$ cat config.mk
export PLATFORM = sky130hd
export DESIGN_NAME = trap_save_unit
export DESIGN_NICKNAME = d
export VERILOG_FILES = /design/src/rtl/trap_save_pkg.sv /design/src/rtl/tsave_pack.sv /design/src/rtl/tsave_status.sv /design/src/rtl/tsave_window.sv /design/src/rtl/trap_save_unit.sv
export SDC_FILE = /design/constraint.sdc
export NUM_CORES = 1
export LEC_CHECK = 0
export BUFFER_PORTS_ARGS = -buffer_cell sky130_fd_sc_hd__buf_4
export CORE_ASPECT_RATIO = 0.8
export CORE_UTILIZATION = 25
export CTS_BUF_LIST = sky130_fd_sc_hd__clkbuf_8
export CTS_CLUSTER_SIZE = 16
export DETAILED_ROUTE_END_ITERATION = 16
export HOLD_SLACK_MARGIN = 0.03
export PLACE_DENSITY = 0.56
export SLEW_MARGIN = 10
export SYNTH_ARGS = -nofsm -noshare
export SYNTH_HDL_FRONTEND = slang
export SYNTH_SLANG_ARGS = --single-unit
$ cat constraint.sdc
create_clock -name clk -period 1.3 [get_ports clk]
set_clock_uncertainty 0.15 [all_clocks]
set_input_delay 0.13 -clock clk [delete_from_list [all_inputs] [get_ports clk]]
set_output_delay 0.13 -clock clk [all_outputs]
set_load 0.02 [all_outputs]
$ cat src/rtl/trap_save_pkg.sv
package trap_save_pkg;
  localparam int PC_W   = 64;
  localparam int TT_W   = 9;
  localparam int PST_W  = 13;
  localparam int HPST_W = 11;
  localparam int TL_W   = 3;
  localparam int GL_W   = 3;
  localparam int CCR_W  = 8;
  localparam int ASI_W  = 8;
  localparam int TS_W   = 64;

  // packed saved-status field offsets
  localparam int TS_GL_LO  = 40;
  localparam int TS_CCR_LO = 32;
  localparam int TS_ASI_LO = 24;
  localparam int TS_PST_LO = 8;
  localparam int TS_CWP_LO = 0;

  // processor status bits
  localparam int PS_IE   = 1;
  localparam int PS_PRIV = 2;
  localparam int PS_AM   = 3;
  localparam int PS_PEF  = 4;
  localparam int PS_TLE  = 8;
  localparam int PS_CLE  = 9;

  // hypervisor status bits
  localparam int HP_TLZ  = 0;
  localparam int HP_HPRV = 2;
  localparam int HP_RED  = 5;
  localparam int HP_IBE  = 10;

  // window-adjusting trap types
  localparam logic [TT_W-1:0] TT_CLEAN_WIN = 9'h024;
  localparam logic [TT_W-1:0] TT_SPILL_LO  = 9'h080;
  localparam logic [TT_W-1:0] TT_SPILL_HI  = 9'h0BF;
  localparam logic [TT_W-1:0] TT_FILL_LO   = 9'h0C0;
  localparam logic [TT_W-1:0] TT_FILL_HI   = 9'h0FF;

  typedef enum logic [1:0] {
    ENTRY_PRIV = 2'd0,
    ENTRY_HYP  = 2'd1,
    ENTRY_RED  = 2'd2
  } entry_mode_e;
endpackage

$ cat src/rtl/tsave_pack.sv
module tsave_pack
  import trap_save_pkg::*;
#(
  parameter int CWP_W = 3
) (
  input  logic [GL_W-1:0]  gl_i,
  input  logic [CCR_W-1:0] ccr_i,
  input  logic [ASI_W-1:0] asi_i,
  input  logic [PST_W-1:0] pstate_i,
  input  logic [CWP_W-1:0] cwp_i,
  input  logic [PC_W-1:0]  pc_i,
  input  logic [PC_W-1:0]  npc_i,
  output logic [TS_W-1:0]  tstate_o,
  output logic [PC_W-1:0]  tpc_o,
  output logic [PC_W-1:0]  tnpc_o
);
  localparam int HI_W = PC_W - 32;

  always_comb begin
    tstate_o = '0;
    tstate_o[TS_GL_LO  +: GL_W]  = gl_i;
    tstate_o[TS_CCR_LO +: CCR_W] = ccr_i;
    tstate_o[TS_ASI_LO +: ASI_W] = asi_i;
    tstate_o[TS_PST_LO +: PST_W] = pstate_i;
    tstate_o[TS_CWP_LO +: CWP_W] = cwp_i;
  end

  // 32-bit address masking of the saved counters
  always_comb begin
    if (pstate_i[PS_AM]) begin
      tpc_o  = {{HI_W{1'b0}}, pc_i[31:0]};
      tnpc_o = {{HI_W{1'b0}}, npc_i[31:0]};
    end else begin
      tpc_o  = pc_i;
      tnpc_o = npc_i;
    end
  end
endmodule

$ cat src/rtl/tsave_status.sv
module tsave_status
  import trap_save_pkg::*;
#(
  parameter int GL_MAX      = 3,
  parameter int GL_PRIV_MAX = 2
) (
  input  entry_mode_e       mode_i,
  input  logic [GL_W-1:0]   gl_i,
  input  logic [PST_W-1:0]  pstate_i,
  input  logic [HPST_W-1:0] hpstate_i,
  output logic [GL_W-1:0]   gl_o,
  output logic [PST_W-1:0]  pstate_o,
  output logic [HPST_W-1:0] hpstate_o
);
  int gl_inc;
  int gl_cap;

  always_comb begin
    gl_inc = int'(gl_i) + 1;
    gl_cap = (mode_i == ENTRY_PRIV) ? GL_PRIV_MAX : GL_MAX;
    gl_o   = (gl_inc > gl_cap) ? GL_W'(gl_cap) : GL_W'(gl_inc);
  end

  always_comb begin
    pstate_o  = pstate_i;
    hpstate_o = hpstate_i;
    unique case (mode_i)
      ENTRY_RED: begin
        pstate_o           = '0;
        pstate_o[PS_PRIV]  = pstate_i[PS_PRIV];
        pstate_o[PS_PEF]   = 1'b1;
        hpstate_o[HP_RED]  = 1'b1;
        hpstate_o[HP_HPRV] = 1'b1;
        hpstate_o[HP_IBE]  = 1'b0;
        hpstate_o[HP_TLZ]  = 1'b0;
      end
      ENTRY_HYP: begin
        pstate_o[PS_PEF]   = 1'b1;
        pstate_o[PS_AM]    = 1'b0;
        pstate_o[PS_IE]    = 1'b0;
        pstate_o[PS_CLE]   = 1'b0;
        hpstate_o[HP_RED]  = 1'b0;
        hpstate_o[HP_HPRV] = 1'b1;
        hpstate_o[HP_IBE]  = 1'b0;
      end
      default: begin
        pstate_o[PS_PEF]   = 1'b1;
        pstate_o[PS_AM]    = 1'b0;
        pstate_o[PS_IE]    = 1'b0;
        pstate_o[PS_PRIV]  = 1'b1;
        pstate_o[PS_CLE]   = pstate_i[PS_TLE];
      end
    endcase
  end
endmodule

$ cat src/rtl/tsave_window.sv
module tsave_window
  import trap_save_pkg::*;
#(
  parameter int NWIN  = 8,
  parameter int CWP_W = 3
) (
  input  logic [TT_W-1:0]  tt_i,
  input  logic [CWP_W-1:0] cwp_i,
  input  logic [CWP_W-1:0] cansave_i,
  output logic [CWP_W-1:0] cwp_o
);
  int step;
  int sum;

  always_comb begin
    if (tt_i == TT_CLEAN_WIN)
      step = 1;
    else if (tt_i >= TT_SPILL_LO && tt_i <= TT_SPILL_HI)
      step = int'(cansave_i) + 2;
    else if (tt_i >= TT_FILL_LO && tt_i <= TT_FILL_HI)
      step = NWIN - 1;
    else
      step = 0;
    sum   = int'(cwp_i) + step;
    cwp_o = CWP_W'(sum % NWIN);
  end
endmodule

$ cat src/rtl/trap_save_unit.sv
module trap_save_unit
  import trap_save_pkg::*;
#(
  parameter int NWIN        = 8,
  parameter int GL_MAX      = 3,
  parameter int GL_PRIV_MAX = 2,
  localparam int CWP_W      = $clog2(NWIN)
) (
  input  logic              clk,
  input  logic              rst_n,
  input  logic              trap_go,
  input  logic              red_i,
  input  logic              hpriv_i,
  input  logic [TT_W-1:0]   tt_i,
  input  logic [PC_W-1:0]   pc_i,
  input  logic [PC_W-1:0]   npc_i,
  input  logic [CCR_W-1:0]  ccr_i,
  input  logic [ASI_W-1:0]  asi_i,
  input  logic [CWP_W-1:0]  cwp_i,
  input  logic [CWP_W-1:0]  cansave_i,
  input  logic [GL_W-1:0]   gl_i,
  input  logic [PST_W-1:0]  pstate_i,
  input  logic [HPST_W-1:0] hpstate_i,
  input  logic [TL_W-1:0]   tl_i,
  output logic              upd_valid,
  output logic [TL_W-1:0]   tl_o,
  output logic [GL_W-1:0]   gl_o,
  output logic [PST_W-1:0]  pstate_o,
  output logic [HPST_W-1:0] hpstate_o,
  output logic [CWP_W-1:0]  cwp_o,
  output logic [TS_W-1:0]   tstate_o,
  output logic [PC_W-1:0]   tpc_o,
  output logic [PC_W-1:0]   tnpc_o,
  output logic [HPST_W-1:0] htstate_o,
  output logic [TT_W-1:0]   tt_o
);
  entry_mode_e       mode;
  logic [GL_W-1:0]   gl_nx;
  logic [PST_W-1:0]  pst_nx;
  logic [HPST_W-1:0] hpst_nx;
  logic [CWP_W-1:0]  cwp_nx;
  logic [TS_W-1:0]   ts_nx;
  logic [PC_W-1:0]   tpc_nx;
  logic [PC_W-1:0]   tnpc_nx;

  always_comb begin
    if (red_i)        mode = ENTRY_RED;
    else if (hpriv_i) mode = ENTRY_HYP;
    else              mode = ENTRY_PRIV;
  end

  tsave_pack #(.CWP_W(CWP_W)) u_pack (
    .gl_i(gl_i), .ccr_i(ccr_i), .asi_i(asi_i), .pstate_i(pstate_i),
    .cwp_i(cwp_i), .pc_i(pc_i), .npc_i(npc_i),
    .tstate_o(ts_nx), .tpc_o(tpc_nx), .tnpc_o(tnpc_nx)
  );

  tsave_status #(.GL_MAX(GL_MAX), .GL_PRIV_MAX(GL_PRIV_MAX)) u_status (
    .mode_i(mode), .gl_i(gl_i), .pstate_i(pstate_i), .hpstate_i(hpstate_i),
    .gl_o(gl_nx), .pstate_o(pst_nx), .hpstate_o(hpst_nx)
  );

  tsave_window #(.NWIN(NWIN), .CWP_W(CWP_W)) u_window (
    .tt_i(tt_i), .cwp_i(cwp_i), .cansave_i(cansave_i), .cwp_o(cwp_nx)
  );

  always_ff @(posedge clk or negedge rst_n) begin
    if (!rst_n) begin
      upd_valid <= 1'b0;
      tl_o      <= '0;
      gl_o      <= '0;
      pstate_o  <= '0;
      hpstate_o <= '0;
      cwp_o     <= '0;
      tstate_o  <= '0;
      tpc_o     <= '0;
      tnpc_o    <= '0;
      htstate_o <= '0;
      tt_o      <= '0;
    end else begin
      upd_valid <= trap_go;
      if (trap_go) begin
        tl_o      <= tl_i + 1'b1;
        gl_o      <= gl_nx;
        pstate_o  <= pst_nx;
        hpstate_o <= hpst_nx;
        cwp_o     <= cwp_nx;
        tstate_o  <= ts_nx;
        tpc_o     <= tpc_nx;
        tnpc_o    <= tnpc_nx;
        htstate_o <= hpstate_i;
        tt_o      <= tt_i;
      end
    end
  end
endmodule

; ---- Yosys cells after proc, flatten, opt, wreduce, memory -nomap -nowiden
; Cells that the tools add are included.
[totals]
mem_bits_ro = 0
latchBits = 0
mem_bits_rw = 0
n_memories = 0
ff_bits = 215
out_inout_bits = 246
[op_classes]
n_mux = 18
n_addsub = 4
n_shift = 0
n_reduce_logical = 4
div = 0
eq_ne = 3
multipliers = 0
n_lt_le_gt_ge = 5
bitwise_logic = 0
[ops]
columns = operator, count
row1 = 64-bit 2-to-1 mux, 2
row2 = 32-bit > comparator, 1
row3 = 9-bit by 8-bit >= comparator with 1-bit output (second input constant), 2
row4 = 9-bit by 8-bit less-or-equal comparator with 1-bit output (second input constant), 2
row5 = 3-bit 2-to-1 mux, 5
row6 = 9-bit by 6-bit equality test with 1-bit output (second input constant), 1
row7 = 1-bit 2-to-1 mux, 8
row8 = 3-bit by 1-bit adder with 4-bit output (second input constant), 1
row9 = 4-bit 2-to-1 mux, 1
row10 = 3-bit by 1-bit adder with 3-bit output (second input constant), 1
row11 = 3-bit by 2-bit adder with 3-bit output (second input constant), 1
row12 = 3-bit adder, 1
row13 = 2-bit by 1-bit equality test with 1-bit output (second input constant), 1
row14 = 2-bit equality test (second input constant), 1
row15 = 1-bit logical AND, 2
row16 = 2-bit zero test, 1
row17 = 2-bit 2-to-1 mux, 1
row18 = 1-bit one-hot mux with 2 select lines, 1
row19 = 2-bit OR reduction, 1

; ---- Longest topological paths before layout
; Gate-level depths: netlist (run 1).
[depth]
depth_word = 6
ltp_mapped = 9
mapped_depth_nobuf = 9

; ---- Cells and area by module
; From an unflattened synthesis (run 1), not the netlist that was laid out.
[unflattened]
hier_cells = 782
hier_area_um2 = 11335.9
[by_module_without_submodules]
columns = mod, area_each_um2, instances, cells_per_inst, seq_area_each_um2
row1 = trap_save_unit, 9296.4, 1, 523, 6155.9
row2 = tsave_pack, 1601.5, 1, 200, 0.0
row3 = tsave_status, 304.0, 1, 43, 0.0
row4 = tsave_window, 133.9, 1, 16, 0.0

; ---- Worst setup path before layout (run 1)
; OpenSTA, ideal clock, no wires.
[synth_timing]
path_kind = input to register
start = in tt_i[6]
end = reg cwp_o[2]
slack_ns = -0.763
arrival_time_ns = 1.782
path_stages = 9
path_cell_list = nor4_1 > nand2_1 > a21oi_1 > ha_1 > inv_1 > fa_1 > xor2_1 > o2111a_1 > or3_1
[synth_between]
elab_chain_len = 6
word_cells_on_any_way = 11
[synth_rtl]
columns = element, line_no
row1 = "start, declared", trap_save_unit.sv:14  ; input logic [TT_W-1:0] tt_i,
row2 = 9-bit by 8-bit >= comparator with 1-bit output or 9-bit by 8-bit less-or-equal comparator with 1-bit output (tied branches), tsave_window.sv:20  ; else if (tt_i >= TT_FILL_LO && tt_i <= TT_FILL_HI)
row3 = 1-bit logical AND, tsave_window.sv:20
row4 = 3-bit 2-to-1 mux, tsave_window.sv:20
row5 = 3-bit 2-to-1 mux, tsave_window.sv:18  ; else if (tt_i >= TT_SPILL_LO && tt_i <= TT_SPILL_HI)
row6 = 3-bit 2-to-1 mux (*), tsave_window.sv:16  ; if (tt_i == TT_CLEAN_WIN)
row7 = 3-bit adder (*), tsave_window.sv:24  ; sum = int'(cwp_i) + step;
row8 = "end signal, assigned", trap_save_unit.sv:87  ; cwp_o <= cwp_nx;
row9 = "end, declared", trap_save_unit.sv:30  ; output logic [CWP_W-1:0] cwp_o,
; Mark *: on every way between the ends. The rest lies on a longest branch, timed or not.
; A chain may end at the register's enable or synchronous reset.

; ---- Worst setup path after layout (run 1)
[layout_timing]
start = in cwp_i[0]
end = reg cwp_o[2]
[layout_between]
elab_chain_len = 1
[layout_rtl]
columns = element, line_no
row1 = "start, declared", trap_save_unit.sv:19  ; input logic [CWP_W-1:0] cwp_i,
row2 = 3-bit adder, tsave_window.sv:24
; Every way passes these cells.

==> reports/results.md, run 1 <==
| Item | Value | Unit |
|---|---|---|
| Largest net degree at the start of global routing | 47 | - |
| Global-route wire length before repair | 45.9 | mm |
| Detailed-route wire length per cell | 16.0 | um |
| Port buffer count | 408 | - |
| Arrival @ worst endpoint | 2.01 | ns |
| Via count | 7,949 | - |
| Std-Cell Core Area | 0.0339 | mm2 |
| Clock-pin slew on the worst setup and hold paths | 0.06 | ns |
| Most frequent cell after synthesis | sky130_fd_sc_hd__dfrtp_1 | - |
| Clock latency reported for the late side of the worst-skew pair | 0.53 | ns |
| Post-place setup slack | -1.04 | ns |
| Clock sinks | 208 | - |
| Share of the core filled with cells | 49.7 | % |
| Biggest area consumer among synthesized cells | sky130_fd_sc_hd__dfrtp_1 | - |
| Part of the total power dissipated in combinational logic | 27.4 | % |
| Synthesized netlist cell count | 682 | - |
| Worst Reg2Reg Path Length in Cells | 4 | - |
| Placed wire-length estimate | 18.7 | mm |
| Leading cell types by total area after synthesis | sky130_fd_sc_hd__dfrtp_1 60%, sky130_fd_sc_hd__mux2_2 15%, sky130_fd_sc_hd__nand3b_1 6.0% | - |
| Worst hold slack after final layout | -0.279 | ns |
| Count of max-cap constraint violations | 0 | - |
| Share of flip-flops with an asynchronous set or reset | 100 | % |
| Capture point of the worst reg-to-reg path | cwp_o[2] | - |
| Synth cell count leaders | 208 x sky130_fd_sc_hd__dfrtp_1, 119 x sky130_fd_sc_hd__mux2_2, 78 x sky130_fd_sc_hd__inv_1, 76 x sky130_fd_sc_hd__o21ai_0, 69 x sky130_fd_sc_hd__nand3b_1 | - |
| Number of global-route vias before repair | 8,385 | - |
| Setup repair after global routing missed its margin | yes | - |
| Fmax | 570 | MHz |
| Gpl congestion | 0.730 | - |
| Antenna cells | 0 | - |
| Buffers and inverters on the worst path | 3 | - |
| Data required, critical path | 1.56 | ns |
| Area growth from synthesis to final layout | 93.8 | % |
| Number of warning messages in the yosys log | 0 | - |
| Number of ports placed on the die boundary | 440 | - |
| Net Sw Frac | 29.0 | % |
| Share of cells above drive strength 1 | 47.3 | % |
| Minimum period implied by the final worst setup slack | 1.75 | ns |
| Distinct cell type count of the synthesized netlist | 34 | - |
| Final wirelength | 30.7 | mm |
| Crit-path slowest cell | sky130_fd_sc_hd__dlygate4sd3_1 | - |
| TritonCTS clock tree | done | - |
| Number of buffers on the longest clock path | 3 | - |
| Power Internal | 12,900 | uW |
| Die Wd | 211 | um |
| Outcome | finished with violations | - |
| Number of stages on the worst setup path | 8 | - |
| Drt first-iter violations | 291 | - |
| Vias per cell | 4.14 | - |
| Highest fanout seen on the critical path | 3 | - |
| Overall global routing resource usage | 16.3 | % |
| Non-filler instance count after layout | 1,918 | - |
| Total global routing overflow | 0 | - |
| Startpoint type of the worst setup path | primary input | - |
| Kind of end point of the critical path | flop | - |
| Delay of the slowest critical-path stage | 0.58 | ns |
| Number of setup violations in the final report | 229 | - |
| Main flop type after synthesis | sky130_fd_sc_hd__dfrtp_1 | - |
| ANT nets after route | 0 | - |
| Sequential Power Share | 41.6 | % |
| Cell Chain, Critical Path | buf_4 > dlygate4sd3_1 > ha_2 > inv_2 > fa_2 > xor2_2 > o2111a_1 > or3_1 | - |
| Floorplan die area | 0.0356 | mm2 |
| Remaining design rule violation count | 0 | - |
| Final worst slack | -0.454 | ns |
| Initial antenna violation count | 0 | - |
| Family with the most delay on the worst path | buffers and inverters | - |
| Post-synth top area share | 59.8 | % |
| Worst reg-to-reg setup slack | 0.07 | ns |
| Net total in the final layout | 1,636 | - |
| Largest voltage drop on the vdd net | 0.813 | mV |
| Normalized max-slew margin | 55.8 | % |
| Fin crit share | 135 | % |
| Initial core utilization | 25.7 | % |
| Cell area after synthesis | 0.00870 | mm2 |
| Fin. Hold Viols | 27 | - |
| Worst Tran Pin Value | 0.661 | ns |
| Crit path kind | in -> reg | - |
| Pleak | 0.00785 | uW |
| Final-report max-slew violation count | 0 | - |
| Worst flop-to-flop path startpoint | cwp_o[2] | - |
| Sequential share of the synthesized area | 59.8 | % |
| Net Switching | 5260 | uW |
| Iteration count of the initial detailed-routing pass | 4 | - |
| Violated checks | negative hold slack, negative setup slack | - |
| Hold WC Path Type | in -> reg | - |
| # rows | 60 | - |
| Worst setup path endpoint | cwp_o[2] | - |
| Cell total after placement | 1,544 | - |
| #FFs+latches synth | 208 | - |
| Launching instance or port of the critical path | cwp_i[0] | - |
| Count of flip-flops with a built-in enable after synthesis | 0 | - |
| Number of buffers added by the clock tree synthesis step | 36 | - |
| Syn Area/Cell | 12.8 | um2 |
| H-tree levels | 2 | - |
| CTS root buffer | sky130_fd_sc_hd__clkbuf_8 | - |
| Share of total power in the clock network | 31.0 | % |
| Die Height | 169 | um |
| Power density over the cells | 1070 | mW/mm2 |
==> power by group through the flow <==
stage / Combinational, uW / Clock, uW / Sequential [uW]
6_report: 4970 / 5620 / 7530
3_5_place_dp: 3670 / 0 / 7510
5_1_grt: 5270 / 6130 / 7590
2_1_floorplan: 1070 / 0 / 8230
4_1_cts: 4770 / 5850 / 7520
3_3_place_gp: 3650 / 0 / 7490
==> area by class of cell <==
type | instances | area (um2)
Tap cell | 465 | 582
Clock inverter | 11 | 52.6
Sequential cell | 208 | 5200
Clock buffer | 43 | 592
Timing Repair Buffer | 765 | 7360
Multi-Input combinational cell | 348 | 2790
Fill cell | 2950 | 17100
Inverter | 78 | 293
==> sequential cells by signal (all words and copies together) (netlist names) <==
signal     count
htstate_o      4
gl_o           3
tt_o           9
hpstate_o     11
cwp_o          3
tnpc_o        64
pstate_o      11
tl_o           3
tstate_o      35
tpc_o         64
upd_valid      1
==> worst reg2reg max path: stages (launching register included) <==
cell and delay (ns):
sky130_fd_sc_hd__dfrtp_1 0.39, sky130_fd_sc_hd__buf_4 0.13, sky130_fd_sc_hd__nand2b_1 0.06, sky130_fd_sc_hd__o31ai_1 0.06
sky130_fd_sc_hd__or3_1 0.31
==> what timing repair did <==
item / 4_1_cts / 5_1_grt
resized for setup: 218 / 14
endpoints found under the setup margin: 216 / 250
gates cloned: 0 / 0
pin swaps: 2 / 3
hold endpoints to repair: 414 / 52
hold buffers: 248 / 8
buffers inserted: 28 / 38
==> through the flow <==
stage	power (uW)	hold WS [ns]	TNS [ns]	cell area (um2)
3_3_place_gp	11100	-0.0916	-1.89	12300
3_5_place_dp	11200	-0.0959	-2.05	12300
4_1_cts	18100	-0.355	-22.07	16500
6_report	18100	-0.279	-12.68	16900
2_1_floorplan	9300	-0.316	-1.06	8850
5_1_grt	19000	-0.295	-27.39	16900
==> cells in the final DEF (no fill, tap or decap), types with 3 or more instances in the layout <==
cell	synthesis	layout
sky130_fd_sc_hd__dlymetal6s4s_1	0	5
sky130_fd_sc_hd__buf_6	20	217
sky130_fd_sc_hd__buf_12	0	11
sky130_fd_sc_hd__dfrtp_1	208	208
sky130_fd_sc_hd__nor2_1	7	7
sky130_fd_sc_hd__dlygate4sd3_1	0	249
sky130_fd_sc_hd__inv_1	78	85
sky130_fd_sc_hd__o21ai_0	76	75
sky130_fd_sc_hd__buf_4	39	281
sky130_fd_sc_hd__mux2_2	119	119
sky130_fd_sc_hd__clkinvlp_4	0	3
sky130_fd_sc_hd__nor2b_1	3	3
sky130_fd_sc_hd__nand3b_1	69	69
sky130_fd_sc_hd__a22o_1	4	4
sky130_fd_sc_hd__conb_1	1	31
sky130_fd_sc_hd__nand2_1	7	7
sky130_fd_sc_hd__a21oi_1	5	4
sky130_fd_sc_hd__clkbuf_8	0	43
==> worst min path at each step <==
| stage | depth (start not counted) | endpoint | from |
|---|---|---|---|
| 2_1_floorplan | 0 | cwp_o[0] | rst_n |
| 3_3_place_gp | 1 | tstate_o[38] | rst_n |
| 3_5_place_dp | 1 | tstate_o[37] | rst_n |
| 4_1_cts | 2 | tstate_o[0] | cwp_i[0] |
| 5_1_grt | 2 | tt_o[8] | tt_i[8] |
| 6_report | 2 | tt_o[8] | tt_i[8] |
==> routing by layer <==
layer  up-vias  share of wire [%]  track usage, %
li1       3726                  -               -
met1      3901                 41            19.7
met2       258                 50            27.6
met3        64                6.6            4.81
met4         0                2.8            5.64
met5         -                  0               0
==> cell families (layout without fill, tap and decap cells) <==
| logic type | Yosys count | in the layout | synth area share, % |
|---|---|---|---|
| fa+ha+maj | 5 | 5 | 0.805 |
| compound gates | 94 | 94 | 5.91 |
| mux | 119 | 119 | 15.4 |
| flops | 208 | 208 | 59.8 |
| other cells | 1 | 31 | 0.0431 |
| simple gates | 96 | 96 | 7.55 |
| xor+xnor | 3 | 3 | 0.302 |
| buf+inv | 156 | 897 | 10.2 |
Power figures use the tool's default switching activity.
==> inputs of run 2 (changes only) <==
- CORE_MARGIN: unset -> 4
- clock period: 1.3 -> 2.25 ns (I/O delays scaled with it)
==> run 2 against run 1 <==
The run now ends clean. Clock power fell by 37%. Die area rose by 6.5%. Combinational power fell by 52%. Critical path type unchanged.
==> reports/results.md, run 2 (same netlist as run 1, synthesis figures left out) <==
| Item | Value | Unit |
|---|---|---|
| Count of max-cap constraint violations | 0 | - |
| ANT nets after route | 0 | - |
| Gpl congestion | 0.774 | - |
| Arrival @ worst endpoint | 2.48 | ns |
| Fin crit share | 98.3 | % |
| Worst flop-to-flop path startpoint | tnpc_o[13] | - |
| Total global routing overflow | 0 | - |
| Final-report max-slew violation count | 0 | - |
| Initial core utilization | 25.6 | % |
| Via count | 7,434 | - |
| Clock sinks | 208 | - |
| Antenna cells | 0 | - |
| Cell area after layout | 0.0150 | mm2 |
| Leading cell types in the layout, fill and taps excluded | 416 x sky130_fd_sc_hd__buf_4, 211 x sky130_fd_sc_hd__dlygate4sd3_1, 208 x sky130_fd_sc_hd__dfrtp_1 | - |
| TritonCTS clock tree | done | - |
| Worst Reg2Reg Path Length in Cells | 2 | - |
| Outcome | complete, no violations | - |
| Global-route wire length before repair | 44.5 | mm |
| Post-place setup slack | -0.273 | ns |
| Number of setup violations in the final report | 0 | - |
| Number of global-route vias before repair | 8,215 | - |
| Initial antenna violation count | 0 | - |
| Die Wd | 217 | um |
| Capture endpoint of the worst hold path | cwp_o[2] | - |
| Die Height | 175 | um |
| Post-place instance area | 0.0121 | mm2 |
| Worst hold slack after final layout | 0.0788 | ns |
| Leading cell type in the layout, fill and taps excluded | sky130_fd_sc_hd__buf_4 | - |
| Detailed-route wire length per cell | 15.8 | um |
| Power density over the cells | 684 | mW/mm2 |
| Number of ports placed on the die boundary | 440 | - |
| Cell total after placement | 1,523 | - |
| Net total in the final layout | 1,510 | - |
| Hold WC Path Type | in -> reg | - |
| Largest voltage drop on the vdd net | 0.456 | mV |
| # rows | 60 | - |
| Minimum period implied by the final worst setup slack | 2.21 | ns |
| Largest registers ranked by flip-flop count | tnpc_o: 64 flops, tpc_o: 64 flops, tstate_o: 35 flops | - |
| Overall global routing resource usage | 14.5 | % |
| H-tree levels | 2 | - |
| Placed wire-length estimate | 19.2 | mm |
| Share of cells above drive strength 1 | 44.6 | % |
| Vias per cell | 4.12 | - |
| CTS root buffer | sky130_fd_sc_hd__clkbuf_8 | - |
| Normalized max-slew margin | 65.3 | % |
| Crit path kind | in -> reg | - |
| Met2 Usage GRT | 25.1 | % |
| Worst hold path stage count | 4 | - |
| Grt peak-use layer | met2 | - |
| Final wirelength | 28.5 | mm |
| Met1 Track Usage GR | 16.7 | % |
| Fin. Hold Viols | 0 | - |
| Pleak | 0.00710 | uW |
| Fmax | 452 | MHz |
| Kind of end point of the critical path | flop | - |
| Iteration count of the initial detailed-routing pass | 4 | - |
| Startpoint type of the worst setup path | primary input | - |
| Remaining design rule violation count | 0 | - |
| Final worst slack | 0.0374 | ns |
| Data required, critical path | 2.52 | ns |
| Count of buffers added by post-CTS timing repair for setup | 0 | - |
| Capture point of the worst reg-to-reg path | tnpc_o[13] | - |
| Std-Cell Core Area | 0.0340 | mm2 |
| Area growth from synthesis to final layout | 71.8 | % |
| Number of buffers added by the clock tree synthesis step | 40 | - |
| Clock-pin slew on the worst setup and hold paths | 0.06 | ns |
| Drt first-iter violations | 301 | - |
| Worst Tran Pin Value | 0.520 | ns |
| Non-filler instance count after layout | 1,805 | - |
| Number of buffers on the longest clock path | 3 | - |
| Clock latency reported for the late side of the worst-skew pair | 0.54 | ns |
| Largest net degree at the start of global routing | 74 | - |
| Port buffer count | 408 | - |
| Highest fanout seen on the critical path | 5 | - |
| Worst reg-to-reg setup slack | 0.77 | ns |
| Startpoint of the lowest-slack hold path | cansave_i[1] | - |
| M3 GR Usage | 4.99 | % |
| Floorplan die area | 0.0379 | mm2 |
| Setup repair after global routing missed its margin | no | - |
[run 2: per-layer routing]
layer	wire, um	vias to the layer above
met2	14100	286
met3	2300	62
met1	11200	3605
met5	0	-
met4	881	0
li1	-	3481
[run 2: per-stage QoR]
stage / utilization (%) / power [uW] / TNS (ns)
floorplan: - / 5370 / 0
global placement: 35.5 / 6400 / -0.228
detailed placement: 35.5 / 6420 / -0.273
CTS: 43.9 / 10400 / 0
global route: 44.0 / 10800 / 0
finish: 44.0 / 10200 / 0
[run 2: cell type report]
| cell class | instances | area (um2) |
|---|---|---|
| multi-input combinational | 348 | 2730 |
| timing repair buffer | 635 | 5380 |
| clock inverter | 24 | 108 |
| fill | 3157 | 19100 |
| clock buffer | 47 | 647 |
| tap | 465 | 582 |
| sequential | 208 | 5200 |
| inverter | 78 | 293 |
[run 2: worst max-delay path, stage by stage]
cell                            delay, ns
sky130_fd_sc_hd__buf_4               0.08
sky130_fd_sc_hd__dlygate4sd3_1       0.53
sky130_fd_sc_hd__buf_4               0.13
sky130_fd_sc_hd__o21ai_0             0.08
sky130_fd_sc_hd__a21oi_1             0.17
sky130_fd_sc_hd__ha_1                0.17
sky130_fd_sc_hd__inv_1               0.05
sky130_fd_sc_hd__fa_2                0.34
sky130_fd_sc_hd__xor2_2              0.16
sky130_fd_sc_hd__o2111a_1            0.15
sky130_fd_sc_hd__or3_1               0.38
[run 2: power breakdown]
group	switching (uW)	internal (uW)	total [uW]	leakage (uW)
logic	1170	1220	2390	0.00411
registers	191	4090	4280	0.00253
clock network	1660	1900	3560	0.000459
[run 2: timing repair]
item / in CTS / in global routing
gates resized for setup: 0 / 2
hold buffers: 211 / 0
endpoints found under the setup margin: 0 / 1
hold endpoints to repair: 414 / 0
[run 2: how the worst max path moves through the flow]
stage / start / end / slack (ns)
global placement: tt_i[6] / cwp_o[2] / -0.23
detailed placement: tt_i[3] / cwp_o[2] / -0.27
floorplan: tt_i[6] / cwp_o[2] / 0.09
CTS: tt_i[6] / cwp_o[2] / 0.06
finish: tt_i[6] / cwp_o[2] / 0.04
global route: tt_i[6] / cwp_o[2] / 0.004
